--- src/rtl/pcm_rx_pkg.sv ---
package pcm_rx_pkg;
    typedef enum logic [1:0] {
        ST_SAVE = 2'd0,
        ST_CH1  = 2'd1,
        ST_CH2  = 2'd2,
        ST_HOLD = 2'd3
    } rx_state_e;
endpackage

--- src/rtl/pcm_rx_sync.sv ---
// Two-flop synchronizer, one lane per asynchronous input.
module pcm_rx_sync #(
    parameter int N = 1
) (
    input  logic         clk,
    input  logic         rst_n,
    input  logic [N-1:0] async_in,
    output logic [N-1:0] lvl
);
    for (genvar i = 0; i < N; i++) begin : g_lane
        logic meta_q;
        logic safe_q;
        always_ff @(posedge clk or negedge rst_n) begin
            if (!rst_n) begin
                meta_q <= 1'b0;
                safe_q <= 1'b0;
            end else begin
                meta_q <= async_in[i];
                safe_q <= meta_q;
            end
        end
        assign lvl[i] = safe_q;
    end
endmodule

--- src/rtl/pcm_rx_edge.sv ---
// Registers the previous level and reports a change on any lane.
module pcm_rx_edge #(
    parameter int N = 1
) (
    input  logic         clk,
    input  logic         rst_n,
    input  logic [N-1:0] lvl,
    output logic [N-1:0] chg
);
    for (genvar i = 0; i < N; i++) begin : g_lane
        logic prev_q;
        always_ff @(posedge clk or negedge rst_n) begin
            if (!rst_n) prev_q <= 1'b0;
            else        prev_q <= lvl[i];
        end
        assign chg[i] = lvl[i] ^ prev_q;
    end
endmodule

--- src/rtl/pcm_rx_stall_mon.sv ---
// Idle counter on the bit clock and edge-count watchdogs on both syncs.
module pcm_rx_stall_mon #(
    parameter int BCLK_STALL_CLKS  = 4096,
    parameter int SYNC_STALL_BCLKS = 512
) (
    input  logic clk,
    input  logic rst_n,
    input  logic bclk_edge,
    input  logic bclk_fall,
    input  logic rsync_rise,
    input  logic xsync_rise,
    input  logic restart,
    output logic bclk_stall,
    output logic sync_stall
);
    localparam int IW = $clog2(BCLK_STALL_CLKS + 1);
    localparam int SW = $clog2(SYNC_STALL_BCLKS + 1);
    localparam logic [IW-1:0] IDLE_MAX = IW'(BCLK_STALL_CLKS);
    localparam logic [SW-1:0] SYNC_MAX = SW'(SYNC_STALL_BCLKS);

    logic [IW-1:0] idle_q;
    logic [SW-1:0] rcnt_q;
    logic [SW-1:0] xcnt_q;

    always_ff @(posedge clk or negedge rst_n) begin
        if (!rst_n)               idle_q <= '0;
        else if (bclk_edge)       idle_q <= '0;
        else if (idle_q != IDLE_MAX) idle_q <= idle_q + 1'b1;
    end

    always_ff @(posedge clk or negedge rst_n) begin
        if (!rst_n)                              rcnt_q <= '0;
        else if (rsync_rise || restart)          rcnt_q <= '0;
        else if (bclk_fall && rcnt_q != SYNC_MAX) rcnt_q <= rcnt_q + 1'b1;
    end

    always_ff @(posedge clk or negedge rst_n) begin
        if (!rst_n)                              xcnt_q <= '0;
        else if (xsync_rise || restart)          xcnt_q <= '0;
        else if (bclk_fall && xcnt_q != SYNC_MAX) xcnt_q <= xcnt_q + 1'b1;
    end

    assign bclk_stall = (idle_q == IDLE_MAX);
    assign sync_stall = (rcnt_q == SYNC_MAX) || (xcnt_q == SYNC_MAX);
endmodule

--- src/rtl/pcm_rx_deframer.sv ---
// Frame state machine: collects bits into per-channel bytes.
module pcm_rx_deframer
    import pcm_rx_pkg::*;
#(
    parameter int SAMPLE_W = 8
) (
    input  logic                clk,
    input  logic                rst_n,
    input  logic                bit_tick,
    input  logic                frame_start,
    input  logic                din_a,
    input  logic                din_b,
    input  logic                mode_serial,
    input  logic                bclk_stall,
    input  logic                any_stall,
    output logic [SAMPLE_W-1:0] ch1_byte,
    output logic                ch1_valid,
    output logic [SAMPLE_W-1:0] ch2_byte,
    output logic                ch2_valid,
    output logic                power_save,
    output logic                leave_save
);
    localparam int CW = (SAMPLE_W > 2) ? $clog2(SAMPLE_W) : 1;
    localparam logic [CW-1:0] LAST_SLOT = CW'(SAMPLE_W - 1);

    rx_state_e state_q, state_d;
    logic [CW-1:0]       bit_cnt_q;
    logic [SAMPLE_W-2:0] sr_a_q;
    logic [SAMPLE_W-2:0] sr_b_q;
    logic                last_bit;
    logic                collecting;

    assign last_bit   = (bit_cnt_q == LAST_SLOT);
    assign collecting = (state_q == ST_CH1) || (state_q == ST_CH2);
    assign leave_save = (state_q == ST_SAVE) && frame_start && !bclk_stall;

    // next-state logic
    always_comb begin
        state_d = state_q;
        unique case (state_q)
            ST_SAVE: begin
                if (leave_save) state_d = ST_CH1;          // resume
            end
            ST_CH1: begin
                if (any_stall)                 state_d = ST_SAVE;   // stall
                else if (frame_start)          state_d = ST_CH1;    // restart
                else if (bit_tick && last_bit) state_d = mode_serial ? ST_CH2 : ST_HOLD;
            end
            ST_CH2: begin
                if (any_stall)                 state_d = ST_SAVE;
                else if (frame_start)          state_d = ST_CH1;
                else if (bit_tick && last_bit) state_d = ST_HOLD;   // finish
            end
            ST_HOLD: begin
                if (any_stall)        state_d = ST_SAVE;
                else if (frame_start) state_d = ST_CH1;
            end
            default: state_d = ST_SAVE;
        endcase
    end

    // state register
    always_ff @(posedge clk or negedge rst_n) begin
        if (!rst_n) state_q <= ST_SAVE;
        else        state_q <= state_d;
    end

    // datapath and outputs
    always_ff @(posedge clk or negedge rst_n) begin
        if (!rst_n) begin
            bit_cnt_q  <= '0;
            sr_a_q     <= '0;
            sr_b_q     <= '0;
            ch1_byte   <= '0;
            ch2_byte   <= '0;
            ch1_valid  <= 1'b0;
            ch2_valid  <= 1'b0;
            power_save <= 1'b1;
        end else begin
            ch1_valid  <= 1'b0;
            ch2_valid  <= 1'b0;
            power_save <= (state_d == ST_SAVE);
            if (state_d == ST_SAVE) begin
                bit_cnt_q <= '0;
            end else if (frame_start) begin
                bit_cnt_q <= '0;
                sr_a_q    <= '0;
                sr_b_q    <= '0;
            end else if (bit_tick && collecting) begin
                sr_a_q    <= {sr_a_q[SAMPLE_W-3:0], din_a};
                sr_b_q    <= {sr_b_q[SAMPLE_W-3:0], din_b};
                bit_cnt_q <= last_bit ? '0 : bit_cnt_q + 1'b1;
                if (last_bit) begin
                    if (state_q == ST_CH1) begin
                        if (mode_serial) begin
                            ch1_byte  <= {sr_b_q, din_b};
                            ch1_valid <= 1'b1;
                        end else begin
                            ch1_byte  <= {sr_a_q, din_a};
                            ch2_byte  <= {sr_b_q, din_b};
                            ch1_valid <= 1'b1;
                            ch2_valid <= 1'b1;
                        end
                    end else begin
                        ch2_byte  <= {sr_b_q, din_b};
                        ch2_valid <= 1'b1;
                    end
                end
            end
        end
    end
endmodule

--- src/rtl/pcm_rx_dual.sv ---
module pcm_rx_dual #(
    parameter int SAMPLE_W         = 8,
    parameter int BCLK_STALL_CLKS  = 4096,
    parameter int SYNC_STALL_BCLKS = 512
) (
    input  logic                clk,
    input  logic                rst_n,
    input  logic                bclk,
    input  logic                rsync,
    input  logic                xsync,
    input  logic                din_a,
    input  logic                din_b,
    input  logic                mode_serial,
    output logic [SAMPLE_W-1:0] ch1_byte,
    output logic                ch1_valid,
    output logic [SAMPLE_W-1:0] ch2_byte,
    output logic                ch2_valid,
    output logic                power_save
);
    // lanes: 0 bclk, 1 rsync, 2 xsync, 3 din_a, 4 din_b
    logic [4:0] lvl;
    logic [2:0] chg;
    logic       bclk_fall;
    logic       rsync_rise;
    logic       xsync_rise;
    logic       bclk_stall;
    logic       sync_stall;
    logic       leave_save;

    pcm_rx_sync #(.N(5)) u_sync (
        .clk      (clk),
        .rst_n    (rst_n),
        .async_in ({din_b, din_a, xsync, rsync, bclk}),
        .lvl      (lvl)
    );

    pcm_rx_edge #(.N(3)) u_edge (
        .clk   (clk),
        .rst_n (rst_n),
        .lvl   (lvl[2:0]),
        .chg   (chg)
    );

    assign bclk_fall  = chg[0] & ~lvl[0];
    assign rsync_rise = chg[1] &  lvl[1];
    assign xsync_rise = chg[2] &  lvl[2];

    pcm_rx_stall_mon #(
        .BCLK_STALL_CLKS  (BCLK_STALL_CLKS),
        .SYNC_STALL_BCLKS (SYNC_STALL_BCLKS)
    ) u_mon (
        .clk        (clk),
        .rst_n      (rst_n),
        .bclk_edge  (chg[0]),
        .bclk_fall  (bclk_fall),
        .rsync_rise (rsync_rise),
        .xsync_rise (xsync_rise),
        .restart    (leave_save),
        .bclk_stall (bclk_stall),
        .sync_stall (sync_stall)
    );

    pcm_rx_deframer #(.SAMPLE_W(SAMPLE_W)) u_fsm (
        .clk         (clk),
        .rst_n       (rst_n),
        .bit_tick    (bclk_fall),
        .frame_start (rsync_rise),
        .din_a       (lvl[3]),
        .din_b       (lvl[4]),
        .mode_serial (mode_serial),
        .bclk_stall  (bclk_stall),
        .any_stall   (bclk_stall | sync_stall),
        .ch1_byte    (ch1_byte),
        .ch1_valid   (ch1_valid),
        .ch2_byte    (ch2_byte),
        .ch2_valid   (ch2_valid),
        .power_save  (power_save),
        .leave_save  (leave_save)
    );
endmodule

--- config.mk ---
export PLATFORM = sky130hd
export DESIGN_NAME = pcm_rx_dual
export DESIGN_NICKNAME = d
export VERILOG_FILES = /design/src/rtl/pcm_rx_pkg.sv /design/src/rtl/pcm_rx_sync.sv /design/src/rtl/pcm_rx_edge.sv /design/src/rtl/pcm_rx_stall_mon.sv /design/src/rtl/pcm_rx_deframer.sv /design/src/rtl/pcm_rx_dual.sv
export SDC_FILE = /design/constraint.sdc
export NUM_CORES = 1
export LEC_CHECK = 0
export BUFFER_PORTS_ARGS = -buffer_cell sky130_fd_sc_hd__buf_4
export CORE_ASPECT_RATIO = 0.6
export CORE_MARGIN = 5
export CORE_UTILIZATION = 64
export DETAILED_ROUTE_END_ITERATION = 12
export PLACE_DENSITY = 0.85
export SETUP_SLACK_MARGIN = 0.2
export SYNTH_ARGS = -nofsm -noshare
export SYNTH_HDL_FRONTEND = slang
export SYNTH_SLANG_ARGS = --single-unit
--- constraint.sdc ---
create_clock -name clk -period 6.7 [get_ports clk]
set_input_delay 0.335 -clock clk [delete_from_list [all_inputs] [get_ports clk]]
set_output_delay 0.335 -clock clk [all_outputs]
set_load 0.05 [all_outputs]
==> impl_results.md, run 1 <==
* Ys async rst share at 1.000
* Synth Cell Area at 3797 µm²
* Clk slew on worst S/H paths at 0.08 ns
* Antenna viol nets, final at 0
* Wire per inst at 15.55 µm
* PwrDens at 257.9 nW/µm²
* ANT cells at 0
* Syn. warnings at 0
* Worst min path class: primary input to flip-flop
* Worst setup path end: u_fsm.sr_a_q[4]$_DFFE_PN0P_
* Hold depth at 1
* Max VDD drop at 0.0001601 V
* Rel. slew slack at 0.3291
* # clock sinks at 84
* Crit path launch: u_sync.g_lane[0].safe_q$_DFF_PN0_
* Die width at 109.4 µm
* Final Max Tran Viols at 0
* IO Pins at 27
* Total global routing track utilization at 0.2015
* Min setup slack post-route at 3.834 ns
* Sequential share of the synthesized area at 0.5539
* # nets final at 380
* Worst hold start: din_a
* Synth unique cells at 44
* Hold_buf cts at 0
* Die Ht at 69.67 µm
* H-tree levels at 3
* Top_reg_cell synth: dfrtp_1
* Final GP Congestion at 0.9101
* Min Tclk post-route at 2.866 ns
* Syn Inst Count at 328
* Most frequent cells in the layout: 83 x dfrtp_1, 32 x nor2_1, 27 x buf_4
* Critical path class: flip-flop to flip-flop
* Row cnt at 21
* Drt total wl at 6887 µm
* Detailed Routing Iterations Pass 1 at 4
* Initial antenna violation count at 0
* Worst r2r dst: u_fsm.sr_a_q[4]$_DFFE_PN0P_
* CTS Buf Count at 9
* Critical Path End Type: flip-flop
* Final period util at 0.4277
* Initial Util at 0.6691
* CTS tree: done
* Static leakage at 0.002078 µW
* Root Driver: clkbuf_8
* Crit-path max FO at 14
* Hold Violations, Final at 0
* GRT Residual Overflow at 0
* Flops & latches, synth at 84
* Critical path arrival at 3.15 ns
* Cells on worst reg2reg path at 8
* DP Wirelength at 4832 µm
* First-pass GRT wire length at 11870 µm
* Status: complete, no violations
* R2R setup slack at 3.83 ns
* # Post-CTS Setup Buffers at 0
* Total of max-cap violations at 0
* Setup TNS at 0 ns
* Mapped Nets at 350
* Die area at 7624 µm²
* Worst setup SP type: flip-flop
* Vias in the first global route at 2372
* DRC Markers at 0
* Worst reg2reg startpoint: u_sync.g_lane[0].safe_q$_DFF_PN0_
* Commonest non-fill, non-tap cell in the layout: dfrtp_1
* PortBufs at 26
* Clock Path Buffers at 2
* Routed via count at 2490
* Worst-Margin Slew at 1.006 ns
* Place WS at 3.927 ns
* Avg Inst Size Synth at 11.58 µm²
* Ratio of cells with drive above 1 in the final layout at 0.2094
* CTS resizes at 0
* Area Growth Syn to Fin at 11.76%
* Final Setup Violations at 0
* Core area at 5675 µm²
* RSZ-0062 raised after global routing: false
* Worst-skew pair later-pin latency at 0.35 ns
* WP data required at 6.99 ns
* Skew final at 0.007146 ns
* Vias/cell at 5.621
* Max Clk Rate at 0.3490 GHz
* Number of flops mapped to enable cells by yosys at 0
* Largest net degree at the start of global routing at 85
* DR iter-0 viols at 139
## final cells by class
class / count / area [µm²]
clock buffer: 10 / 137.6
clock inverter: 6 / 48.80
fill: 395 / 1431
inverter: 16 / 60.06
multi-input combinational: 220 / 1592
sequential: 84 / 2103
tap: 80 / 100.1
timing repair buffer: 27 / 202.7
## report_power, final
group | internal [µW] | switching (µW)
combinational | 77.7 | 121
sequential | 539 | 28.0
clock | 147 | 182
total | 764 | 331
## per-layer routing
metal / global-route usage / vias up / wire (µm)
li1: - / 1196 / -
met1: 0.3076 / 1228 / 3372
met2: 0.2772 / 60 / 3065
met3: 0.05860 / 6 / 385
met4: 0.05809 / 0 / 62
met5: 0 / - / 0
## cell families (layout without fill, tap and decap cells)
| group | after synthesis | count (layout) | synth area share |
|---|---|---|---|
| buffers and inverters | 24 | 59 | 0.02702 |
| multiplexers | 25 | 25 | 0.07381 |
| AND/OR/NAND/NOR | 114 | 114 | 0.1588 |
| AO/OA/AOI/OAI | 40 | 40 | 0.07809 |
| XOR/XNOR | 27 | 27 | 0.06227 |
| adder cells (fa/ha/maj) | 14 | 14 | 0.04613 |
| flip-flops | 84 | 84 | 0.5539 |
## synthesized netlist by cell type (2+ instances only)
cell type | count | area share
nor3_1 | 4 | 0.0053
o21ai_0 | 3 | 0.0040
inv_1 | 16 | 0.016
nand4_1 | 8 | 0.013
xnor2_1 | 11 | 0.025
or3_1 | 3 | 0.0049
ha_1 | 14 | 0.046
nor2b_1 | 2 | 0.0033
dfrtp_1 | 83 | 0.55
and3_1 | 7 | 0.012
nor4b_1 | 4 | 0.0092
a22o_1 | 15 | 0.035
clkbuf_1 | 5 | 0.0049
mux2_2 | 24 | 0.071
nand3_1 | 13 | 0.017
xor2_1 | 16 | 0.037
a21oi_1 | 10 | 0.013
and2_1 | 12 | 0.020
a21boi_0 | 3 | 0.0059
nor2_1 | 32 | 0.032
nor3b_1 | 3 | 0.0059
nand2_1 | 18 | 0.018
## registers in the layout, indices dropped and copies added, names as in the netlist
name / cells
u_sync.g_lane.safe_q: 5
u_fsm.state_q: 2
u_mon.idle_q: 13
u_mon.xcnt_q: 10
u_fsm.bit_cnt_q: 3
u_fsm.ch1_byte: 8
u_fsm.ch1_valid: 1
u_edge.g_lane.prev_q: 3
u_fsm.ch2_byte: 8
u_sync.g_lane.meta_q: 5
u_mon.rcnt_q: 10
u_fsm.sr_b_q: 7
u_fsm.ch2_valid: 1
u_fsm.power_save: 1
u_fsm.sr_a_q: 7
## critical path, cell delays in order (launching register included)
cell and delay [ns]:
dfrtp_1 0.38, inv_1 0.06, ha_1 0.37, and2_4 0.24, or4b_4 0.47, a221oi_2 0.36
nor3b_1 0.13, a21oi_2 0.57, a22o_1 0.24
## metrics by stage
stage                 util  instances  area, µm²  total power, µW  hold WS [ns]
global placement    0.7149        427       4058            765.1        0.3343
finish              0.7478        443       4244             1095       0.08022
floorplan                -        328       3797            721.5       0.03941
CTS                 0.7478        443       4244             1104       0.06803
detailed placement  0.7149        427       4058            774.7        0.3347
global route        0.7478        443       4244             1153       0.05484
## worst min path at each step
stage                                              to  slack (ns)
CTS                 u_sync.g_lane[3].meta_q$_DFF_PN0_        0.07
finish              u_sync.g_lane[3].meta_q$_DFF_PN0_        0.08
global route        u_sync.g_lane[3].meta_q$_DFF_PN0_        0.05
detailed placement  u_sync.g_lane[0].safe_q$_DFF_PN0_        0.33
floorplan           u_edge.g_lane[0].prev_q$_DFF_PN0_        0.04
global placement    u_sync.g_lane[0].safe_q$_DFF_PN0_        0.33
Note: power is estimated with default switching activity, not from simulation.
==> run 2: changes to the inputs <==
--- a/config.mk
+++ b/config.mk
@@ -8,9 +8,9 @@
 export BUFFER_PORTS_ARGS = -buffer_cell sky130_fd_sc_hd__buf_4
 export CORE_ASPECT_RATIO = 0.6
 export CORE_MARGIN = 5
-export CORE_UTILIZATION = 64
+export CORE_UTILIZATION = 60
 export DETAILED_ROUTE_END_ITERATION = 12
-export PLACE_DENSITY = 0.85
+export PLACE_DENSITY = 0.8
 export SETUP_SLACK_MARGIN = 0.2
 export SYNTH_ARGS = -nofsm -noshare
 export SYNTH_HDL_FRONTEND = slang
==> constraint.sdc (replaced) <==
create_clock -name clk -period 2.9 [get_ports clk]
set_input_delay 0.145 -clock clk [delete_from_list [all_inputs] [get_ports clk]]
set_output_delay 0.145 -clock clk [all_outputs]
set_load 0.05 [all_outputs]
==> run 2 against run 1 <==
  * First-iteration DRC count up 41%
  * Die area up 5.9%
  * Non-clock buffer count up 10
  * Setup slack worse by 3.6 ns
  * Maximum frequency up 7.5%
  * Critical path type unchanged
  * Critical endpoint is now u_fsm.ch1_byte[0]$_DFFE_PN0P_
  * Highest routed layer unchanged
==> impl_results.md, run 2 (synthesis results as in run 1) <==
* Status: complete, no violations
* Clock Path Buffers at 2
* Hold Violations, Final at 0
* PortBufs at 26
* FF+latch area at 2103 µm²
* Final Setup Violations at 0
* Clk slew on worst S/H paths at 0.09 ns
* Critical path arrival at 2.92 ns
* RSZ-0062 raised after global routing: true
* Core area at 6138 µm²
* Max Clk Rate at 0.3753 GHz
* Antenna viol nets, final at 0
* Place WS at 0.2286 ns
* Total of max-cap violations at 0
* Final period util at 0.9188
* Routed via count at 2442
* Final hold slack at 0.2672 ns
* Row cnt at 22
* Min setup slack post-route at 0.2355 ns
* Commonest non-fill, non-tap cell in the layout: dfrtp_1
* Rel. slew slack at 0.3307
* Worst setup SP type: flip-flop
* Worst-Margin Slew at 1.004 ns
* ANT cells at 0
* Skew final at 0.009045 ns
* WP data required at 3.15 ns
* PwrDens at 593.0 nW/µm²
* Final Non-Filler Cells at 457
* Largest Register: u_mon.idle_q
* Vias in the first global route at 2375
* # clock sinks at 84
* Ratio of cells with drive above 1 in the final layout at 0.2198
* Largest net degree at the start of global routing at 85
* Worst-skew pair later-pin latency at 0.37 ns
* Max reg flops at 13
* Min Tclk post-route at 2.664 ns
* Drt total wl at 6799 µm
* GRT Residual Overflow at 0
* H-tree levels at 3
* Root Driver: clkbuf_8
* Filler cell count at 434
* Area of the multi-input gates at 1630 µm²
* Max VDD drop at 0.0004404 V
* Placed insts at 434
* Critical Path End Type: flip-flop
* CTS Buf Count at 9
* Crit-path max FO at 9
* Top flop regs: u_mon.idle_q x13, u_mon.rcnt_q x10, u_mon.xcnt_q x10
* DP Wirelength at 4628 µm
* Die width at 112.7 µm
* CTS tree: done
* First-pass GRT wire length at 11860 µm
* IO Pins at 27
* Initial antenna violation count at 0
* Vias/cell at 5.344
* # nets final at 390
* Wire per inst at 14.88 µm
* Area Growth Syn to Fin at 15.16%
* DR iter-0 viols at 196
* Detailed Routing Iterations Pass 1 at 5
* Die Ht at 71.62 µm
* Static leakage at 0.002114 µW
* Setup TNS at 0 ns
* Initial Util at 0.6186
* Final Max Tran Viols at 0
* DRC Markers at 0
* Total global routing track utilization at 0.1901
* Die area at 8072 µm²
* Critical path class: flip-flop to flip-flop
* Worst min path class: primary input to flip-flop
* Most frequent cells in the layout: 83 x dfrtp_1, 32 x nor2_1, 31 x buf_4
* Final GP Congestion at 0.8900
## run 2: timing repair
action,in CTS,in global routing
resized for setup,0,6
hold buffers,6,0
setup buffers,0,1
setup endpoints to repair,0,28
endpoints found under the hold margin,88,0
## run 2: power by group
part	internal, µW	switching [µW]
Sequential	1250	60.1
Combinational	208	315
Clock	320	444
## run 2: layout make-up
type / instances / share of cell area
sequential: 84 / 0.4810
inverter: 16 / 0.01373
timing repair buffer: 37 / 0.06695
clock buffer: 9 / 0.02833
clock inverter: 7 / 0.01316
multi-input combinational: 220 / 0.3728
tap: 84 / 0.02403
## run 2: final timing paths
kind | start | end | slack [ns] | cells after the start
setup / recovery | u_fsm.bit_cnt_q[0]$_DFFE_PN0P_ | u_fsm.ch1_byte[0]$_DFFE_PN0P_ | 0.24 | 8
min in group asynchronous | rst_n | u_sync.g_lane[0].meta_q$_DFF_PN0_ | 0.47 | 2
setup reg to reg | u_fsm.bit_cnt_q[0]$_DFFE_PN0P_ | u_fsm.ch1_byte[0]$_DFFE_PN0P_ | 0.24 | 8
hold reg to reg | u_sync.g_lane[3].meta_q$_DFF_PN0_ | u_sync.g_lane[3].safe_q$_DFF_PN0_ | 0.35 | 0
max in group asynchronous | rst_n | u_sync.g_lane[2].meta_q$_DFF_PN0_ | 1.77 | 2
hold / removal | mode_serial | u_fsm.ch1_byte[4]$_DFFE_PN0P_ | 0.27 | 3
## run 2: through the flow
stage	util	instance area (µm²)	total power, µW
after global routing	0.7124	4373	2743
final	0.7124	4373	2593
after floorplan	-	3797	1667
after global placement	0.6655	4085	1784
after detailed placement	0.6655	4085	1795
after CTS	0.7049	4327	2572
## run 2: routing by layer
metal  vias up  track usage  share of wire
li1       1215            -              -
met1      1173       0.2931           0.52
met2        45       0.2434           0.42
met3         9      0.06076          0.049
met4         0      0.08000          0.018
met5         -            0              0
## run 2: critical path, stage by stage (launching register included)
cell	delay [ns]
dfrtp_1	0.38
ha_1	0.16
ha_2	0.21
and2_4	0.21
or4b_4	0.51
a221oi_4	0.35
o21bai_2	0.18
nand4_4	0.20
mux2_2	0.36
